### src/rtl/cfg_regport_pkg.sv
package cfg_regport_pkg;

  typedef enum logic [1:0] {
    RELOC_NONE = 2'b00,
    RELOC_256K = 2'b01,
    RELOC_384K = 2'b10
  } reloc_e;

  localparam logic [7:0] ADDR_ID    = 8'h00;
  localparam logic [7:0] ADDR_A20   = 8'h01;
  localparam logic [7:0] ADDR_CLK   = 8'h02;
  localparam logic [7:0] ADDR_RELOC = 8'h2D;
  localparam logic [7:0] ADDR_WAIT  = 8'h33;
  localparam logic [7:0] ADDR_CACHE = 8'h40;

  localparam logic [7:0] CACHE_PRESENT_MASK = 8'h40;

  function automatic logic [7:0] reg_reset_value(input int unsigned idx);
    logic [7:0] v;
    case (idx)
      32'h00:  v = 8'h40;
      32'h02:  v = 8'h0C;
      32'h40:  v = 8'h08;
      default: v = 8'h00;
    endcase
    return v;
  endfunction

endpackage

### src/rtl/cfg_regport_index.sv
module cfg_regport_index #(
  parameter int unsigned IDX_W = 8
) (
  input  logic             clk,
  input  logic             rst_n,
  input  logic             ld_en,
  input  logic [IDX_W-1:0] ld_val,
  output logic [IDX_W-1:0] idx_q
);

  logic [IDX_W-1:0] idx_d;

  always_comb begin
    idx_d = idx_q;
    if (ld_en) idx_d = ld_val;
  end

  always_ff @(posedge clk or negedge rst_n) begin
    if (!rst_n)     idx_q <= '0;
    else if (ld_en) idx_q <= idx_d;
  end

endmodule

### src/rtl/cfg_regport_bank.sv
module cfg_regport_bank #(
  parameter int unsigned DATA_W   = 8,
  parameter int unsigned NUM_REGS = 256,
  parameter int unsigned IDX_W    = $clog2(NUM_REGS)
) (
  input  logic              clk,
  input  logic              rst_n,
  input  logic              wr_en,
  input  logic [IDX_W-1:0]  sel_idx,
  input  logic [DATA_W-1:0] wdata,
  output logic [DATA_W-1:0] rd_data,
  output logic [DATA_W-1:0] regs_q [NUM_REGS]
);

  import cfg_regport_pkg::*;

  for (genvar g = 0; g < NUM_REGS; g++) begin : g_reg
    localparam logic [DATA_W-1:0] RST_VAL = DATA_W'(reg_reset_value(g));
    logic              we;
    logic [DATA_W-1:0] q;

    always_comb we = wr_en && (sel_idx == IDX_W'(g));

    always_ff @(posedge clk or negedge rst_n) begin
      if (!rst_n)  q <= RST_VAL;
      else if (we) q <= wdata;
    end

    assign regs_q[g] = q;
  end

  always_comb rd_data = regs_q[sel_idx];

endmodule

### src/rtl/cfg_regport_decode.sv
module cfg_regport_decode #(
  parameter int unsigned DATA_W = 8
) (
  input  logic              clk,
  input  logic              rst_n,
  input  logic [DATA_W-1:0] a20_reg,
  input  logic [DATA_W-1:0] reloc_reg,
  input  logic [DATA_W-1:0] wait_reg,
  input  logic [DATA_W-1:0] cache_reg,
  output logic              a20_fast_en,
  output logic [1:0]        reloc_sel,
  output logic [1:0]        wait_states,
  output logic              ext_cache_en
);

  import cfg_regport_pkg::*;

  logic   a20_d;
  reloc_e reloc_d;
  logic [1:0] ws_d;
  logic   cache_d;

  always_comb begin
    a20_d = a20_reg[0];

    case (reloc_reg[7:6])
      2'b11:   reloc_d = RELOC_384K;
      2'b10:   reloc_d = RELOC_256K;
      default: reloc_d = RELOC_NONE;
    endcase

    case ({wait_reg[3], wait_reg[0]})
      2'b10:   ws_d = 2'd1;
      2'b11:   ws_d = 2'd2;
      default: ws_d = 2'd0;
    endcase

    cache_d = ~cache_reg[3];
  end

  always_ff @(posedge clk or negedge rst_n) begin
    if (!rst_n) begin
      a20_fast_en  <= 1'b0;
      reloc_sel    <= RELOC_NONE;
      wait_states  <= 2'd0;
      ext_cache_en <= 1'b0;
    end else begin
      a20_fast_en  <= a20_d;
      reloc_sel    <= reloc_d;
      wait_states  <= ws_d;
      ext_cache_en <= cache_d;
    end
  end

endmodule

### src/rtl/cfg_regport.sv
module cfg_regport #(
  parameter int unsigned DATA_W   = 8,
  parameter int unsigned NUM_REGS = 256
) (
  input  logic              clk,
  input  logic              rst_n,
  input  logic              io_a0,
  input  logic              io_wr,
  input  logic              io_rd,
  input  logic [DATA_W-1:0] io_wdata,
  output logic [DATA_W-1:0] io_rdata,
  output logic              a20_fast_en,
  output logic [1:0]        reloc_sel,
  output logic [1:0]        wait_states,
  output logic              ext_cache_en
);

  import cfg_regport_pkg::*;

  localparam int unsigned IDX_W = $clog2(NUM_REGS);

  logic [IDX_W-1:0]  idx_q;
  logic              idx_ld;
  logic              data_wr;
  logic [DATA_W-1:0] bank_rd;
  logic [DATA_W-1:0] data_rd;
  logic [DATA_W-1:0] regs_q [NUM_REGS];

  always_comb begin
    idx_ld  = io_wr && !io_a0;
    data_wr = io_wr &&  io_a0;
  end

  cfg_regport_index #(.IDX_W(IDX_W)) i_index (
    .clk    (clk),
    .rst_n  (rst_n),
    .ld_en  (idx_ld),
    .ld_val (io_wdata[IDX_W-1:0]),
    .idx_q  (idx_q)
  );

  cfg_regport_bank #(
    .DATA_W   (DATA_W),
    .NUM_REGS (NUM_REGS),
    .IDX_W    (IDX_W)
  ) i_bank (
    .clk     (clk),
    .rst_n   (rst_n),
    .wr_en   (data_wr),
    .sel_idx (idx_q),
    .wdata   (io_wdata),
    .rd_data (bank_rd),
    .regs_q  (regs_q)
  );

  cfg_regport_decode #(.DATA_W(DATA_W)) i_decode (
    .clk          (clk),
    .rst_n        (rst_n),
    .a20_reg      (regs_q[ADDR_A20]),
    .reloc_reg    (regs_q[ADDR_RELOC]),
    .wait_reg     (regs_q[ADDR_WAIT]),
    .cache_reg    (regs_q[ADDR_CACHE]),
    .a20_fast_en  (a20_fast_en),
    .reloc_sel    (reloc_sel),
    .wait_states  (wait_states),
    .ext_cache_en (ext_cache_en)
  );

  always_comb begin
    data_rd = bank_rd;
    if (idx_q == IDX_W'(ADDR_ID)) data_rd = bank_rd | DATA_W'(CACHE_PRESENT_MASK);
  end

  always_comb begin
    io_rdata = '0;
    if (io_rd) io_rdata = io_a0 ? data_rd : DATA_W'(idx_q);
  end

endmodule

### config.mk
export PLATFORM = sky130hd
export DESIGN_NAME = cfg_regport
export DESIGN_NICKNAME = d
export VERILOG_FILES = /design/src/rtl/cfg_regport_pkg.sv /design/src/rtl/cfg_regport_index.sv /design/src/rtl/cfg_regport_bank.sv /design/src/rtl/cfg_regport_decode.sv /design/src/rtl/cfg_regport.sv
export SDC_FILE = /design/constraint.sdc
export NUM_CORES = 2
export LEC_CHECK = 0
export BUFFER_PORTS_ARGS = -buffer_cell sky130_fd_sc_hd__buf_4
export CAP_MARGIN = 15
export CORE_ASPECT_RATIO = 0.7
export CORE_MARGIN = 1
export CORE_UTILIZATION = 29
export DETAILED_ROUTE_END_ITERATION = 10
export PLACE_DENSITY_LB_ADDON = 0.15
export SLEW_MARGIN = 10
export SYNTH_ARGS = -nofsm -noshare
export SYNTH_HDL_FRONTEND = slang
export SYNTH_SLANG_ARGS = --single-unit
### constraint.sdc
create_clock -name clk -period 3 [get_ports clk]
set_input_delay 0.3 -clock clk [delete_from_list [all_inputs] [get_ports clk]]
set_output_delay 0.3 -clock clk [all_outputs]
set_load 0.02 [all_outputs]
==> key figures <==
STA
  – Setup Skew: ~0.044 ns
  – Worst slew pin tran: 1.07 ns
  – Max-slew violation count: 0
  – Count of final setup violators: 8
  – Max_slew headroom: ~28%
  – Fin crit period: 4.47 ns
  – Final period util: 149%
  – Fin. Hold Viols: 0
  – Setup ws final: -1.47 ns
  – RSZ-0062 raised after global routing: true
  – Max Freq: 224 MHz

Detailed routing
  – Vias per cell: approximately 5.1
  – Post-route DRC: 0
  – Wl on met1: about 160000 um
  – DR iter-0 viols: a little over 4000
  – Met3 wire len: 14500 um
  – Max Used Layer: met4
  – Routed WL: 318000 um
  – First-pass iteration count of the detailed router: 6
  – Antenna Nets Post-Route: 0
  – Average wire per standard cell: roughly 28 um
  – Vias: 57000
  – Met2 wire length: around 130000 um

Global route
  – Initial antenna violation count: 8
  – First-pass GRT wire length: roughly 460000 um
  – Gr usage total: approximately 19%
  – Largest net degree at the start of global routing: around 170
  – Vias in the first global route: about 60000
  – GRT Residual Overflow: 0

Power
  – Clock power share: between 30% and 40%
  – VDD IR max: between 400 and 500 uV
  – Logic gate share of total power: approximately 16%
  – Power per cell area: around 600 mW/mm^2
  – Int Pwr: approximately 50 mW
  – Tot Pwr: approximately 69 mW
  – Sequential share of power: a little over two fifths
  – Leakage power: around 55 nW
  – Switch Pwr: around 19 mW
  – Sw Ratio: between 20% and 30%

Setup path
  – Setup CP Type: reg2out
  – Slowest CP cell: mux4_2
  – Worst EP arrival: ~4.2 ns
  – CP peak stage delay: 0.55 ns
  – Crit path max-delay family: multiplexers
  – Critical Path End Type: output pin
  – Crit-path cells: buf_16 > buf_12 > buf_16 > mux4_2 > mux4_2 > a21oi_4 > buf_6 > o21a_4 > o211ai_1 > buf_4
  – Critical Path Fanout Max: 10
  – Worst Path Buf+Inv: 5
  – CP Launch Type: flop
  – Worst EP required: 2.70 ns

Logic synthesis
  – Syn Nets: approximately 6000
  – Cell Area, Synth: between 0.09 and 0.1 mm^2
  – Post-synthesis cell type count: between 60 and 70
  – Number of synthesized register bits: just over 2000
  – Fraction of registers with async set/reset: 100%
  – Post-synth EDFFs: 0
  – Avg Inst Size Synth: approximately 16 um^2
  – Main synth FF type: dfrtp_1
  – Synth Warn #: 0
  – Seq/Total Area, Yosys: a little over half
  – Synth Instances: ~6000

Placement
  – GP Congestion: 0.811
  – Post-DP HPWL: 213000 um
  – Dpl ws: -1.22 ns
  – Port Buffers: 26

Run status
  – Failing checks: negative setup slack
  – Outcome: complete, but fails checks

Clocking
  – Total CTS buffers: 217
  – Htree depth: 4
  – Clock Latency Late Sink: around 0.91 ns
  – Clock sink count: roughly 2100
  – CTS tree: built
  – Root buffer cell: clkbuf_16
  – Clk slew on worst S/H paths: 0.07 ns
  – Max Root-Sink Buffers: 4

Floorplanning
  – Initial core utilization: 29.3%
  – Rows: around 170
  – Die height: roughly 480 um
  – Num ports: 27
  – Die Area: 0.328 mm^2
  – DIE WIDTH: 684 um
  – Core area: 0.323 mm^2

Worst hold path
  – Hold Path Class: in2reg

Cells and area
  – Area delta synth->final: 24.8%
  – Final #Nets: around 6800
  – Share of cells above drive strength 1: 61.3%

Job
  – Max cap viols: 0
-- cells in the final DEF, fill, tap and decap left out, types with 10 or more instances in the layout --
master,instances
a211oi_1,10
a21oi_1,35
a221o_1,10
a221oi_1,12
a22oi_1,56
a22oi_2,15
buf_12,299
buf_16,26
buf_4,595
buf_6,40
buf_8,15
bufinv_16,11
clkbuf_1,45
clkbuf_16,225
clkbuf_8,46
clkinv_2,36
clkinvlp_4,13
dfrtp_1,2051
mux2_2,2076
mux2i_1,126
mux4_2,509
nand2_1,124
nand2_2,24
nand2b_1,11
nand3_1,28
nor2_1,52
nor2_2,152
nor2_4,47
nor2b_1,14
o211ai_1,11
o21ai_0,26
-- power by group through the flow --
| stage | Sequential (mW) | Combinational (mW) | Clock (mW) |
|---|---|---|---|
| 6_report | 30.4 | 11.3 | 27.4 |
| 5_1_grt | 30.6 | 11.9 | 29.3 |
| 4_1_cts | 30.4 | 11.2 | 28.2 |
| 3_5_place_dp | 30.9 | 10.4 | 0 |
| 3_3_place_gp | 30.8 | 10.3 | 0 |
| 2_1_floorplan | 30.5 | 5.42 | 0 |
-- cell families after synthesis --
logic type             Yosys count  synth area share, %
buffers and inverters          458                 2.22
muxes                         2718                 38.3
and+or+nand+nor                508                 2.87
AOI/OAI and AO/OA              267                 1.98
DFF                           2062                 54.6
-- cells in the mapped netlist (3+ instances only) --
| master | count | area share (%) |
|---|---|---|
| a32oi_1 | 9 | 0.083 |
| o211ai_1 | 11 | 0.087 |
| nand2_1 | 143 | 0.57 |
| nor2_1 | 63 | 0.25 |
| buf_2 | 79 | 0.42 |
| nor2b_1 | 20 | 0.13 |
| a22oi_1 | 71 | 0.56 |
| nand4_1 | 4 | 0.026 |
| mux4_2 | 509 | 12 |
| a311oi_1 | 3 | 0.028 |
| clkbuf_1 | 287 | 1.1 |
| dfrtp_1 | 2058 | 55 |
| o21a_1 | 4 | 0.032 |
| nand4b_1 | 4 | 0.037 |
| dfstp_2 | 4 | 0.11 |
| and3_1 | 4 | 0.026 |
| nand2_2 | 8 | 0.053 |
| nand2b_1 | 17 | 0.11 |
| mux2_2 | 2076 | 25 |
| o311ai_0 | 6 | 0.056 |
| mux2i_1 | 133 | 1.4 |
| o21ai_0 | 30 | 0.16 |
| o22ai_1 | 7 | 0.046 |
| buf_1 | 28 | 0.11 |
| inv_1 | 3 | 0.012 |
| and2_1 | 6 | 0.040 |
| o21ai_1 | 4 | 0.021 |
| a31oi_1 | 10 | 0.066 |
| a21oi_1 | 51 | 0.27 |
| buf_4 | 47 | 0.37 |
| nor2_4 | 11 | 0.13 |
| o221ai_1 | 6 | 0.056 |
| nor2_2 | 177 | 1.2 |
| a221o_1 | 10 | 0.11 |
| buf_6 | 12 | 0.14 |
| or2_2 | 3 | 0.020 |
| o2111ai_1 | 6 | 0.056 |
| a211oi_1 | 14 | 0.11 |
| nand3_1 | 32 | 0.17 |
| a221oi_1 | 17 | 0.16 |
-- routing by layer --
metal,GRT usage (%),up-vias
li1,-,24100
met1,30.8,31500
met2,27.7,1071
met3,3.01,318
met4,3.53,0
met5,0,-
-- area by class of cell --
class | instances | area (um^2)
antenna | 3 | 7.51
clock inverter | 64 | 662
sequential | 2062 | 51600
tap | 4312 | 5400
inverter | 4 | 15.0
fill | 30600 | 205000
multi-input combinational | 3493 | 41800
timing repair buffer | 986 | 12100
clock buffer | 312 | 6340
-- flip-flops by register name (all words and copies together) (netlist names) --
register / cells
i_bank.g.q: 2048
i_index.idx_q: 8
i_decode.reloc_sel: 2
i_decode.wait_states: 2
i_decode.a20_fast_en: 1
i_decode.ext_cache_en: 1
-- metrics by stage --
step | setup TNS (ns) | instances | utilization, % | cell area [um^2] | hold slack, ns
2_1_floorplan | 0 | 6013 | - | 94500 | 0.00441
3_3_place_gp | -184.64 | 10800 | 33.6 | 108000 | 0.229
3_5_place_dp | -173.87 | 10800 | 33.6 | 108000 | 0.227
4_1_cts | -11.89 | 11200 | 36.4 | 117000 | 0.00433
5_1_grt | -11.87 | 11200 | 36.5 | 118000 | 0.0340
6_report | -11.26 | 11200 | 36.5 | 118000 | 0.0436
-- worst paths after layout --
kind                       cells after the start  slack, ns              startpoint                     end
max                                           10      -1.47        i_index.idx_q[0]             io_rdata[0]
min                                            2       0.04             io_wdata[6]   i_bank.g_reg[67].q[6]
max reg2reg                                   12       0.03        i_index.idx_q[1]   i_bank.g_reg[14].q[0]
min reg2reg                                    1       0.50  i_bank.g_reg[182].q[5]  i_bank.g_reg[182].q[5]
max in group asynchronous                      3       1.75                   rst_n  i_bank.g_reg[177].q[0]
min in group asynchronous                      3       0.19                   rst_n   i_bank.g_reg[71].q[4]
-- repair_timing --
item	CTS	global route
setup buffers	45	19
gates resized for setup	224	67
cloned	15	3
pin swaps	31	23
endpoints found under the hold margin	1013	0
endpoints found under the setup margin	1032	323
hold buffers	4	0
No activity file was read; power rests on OpenSTA's default activity.
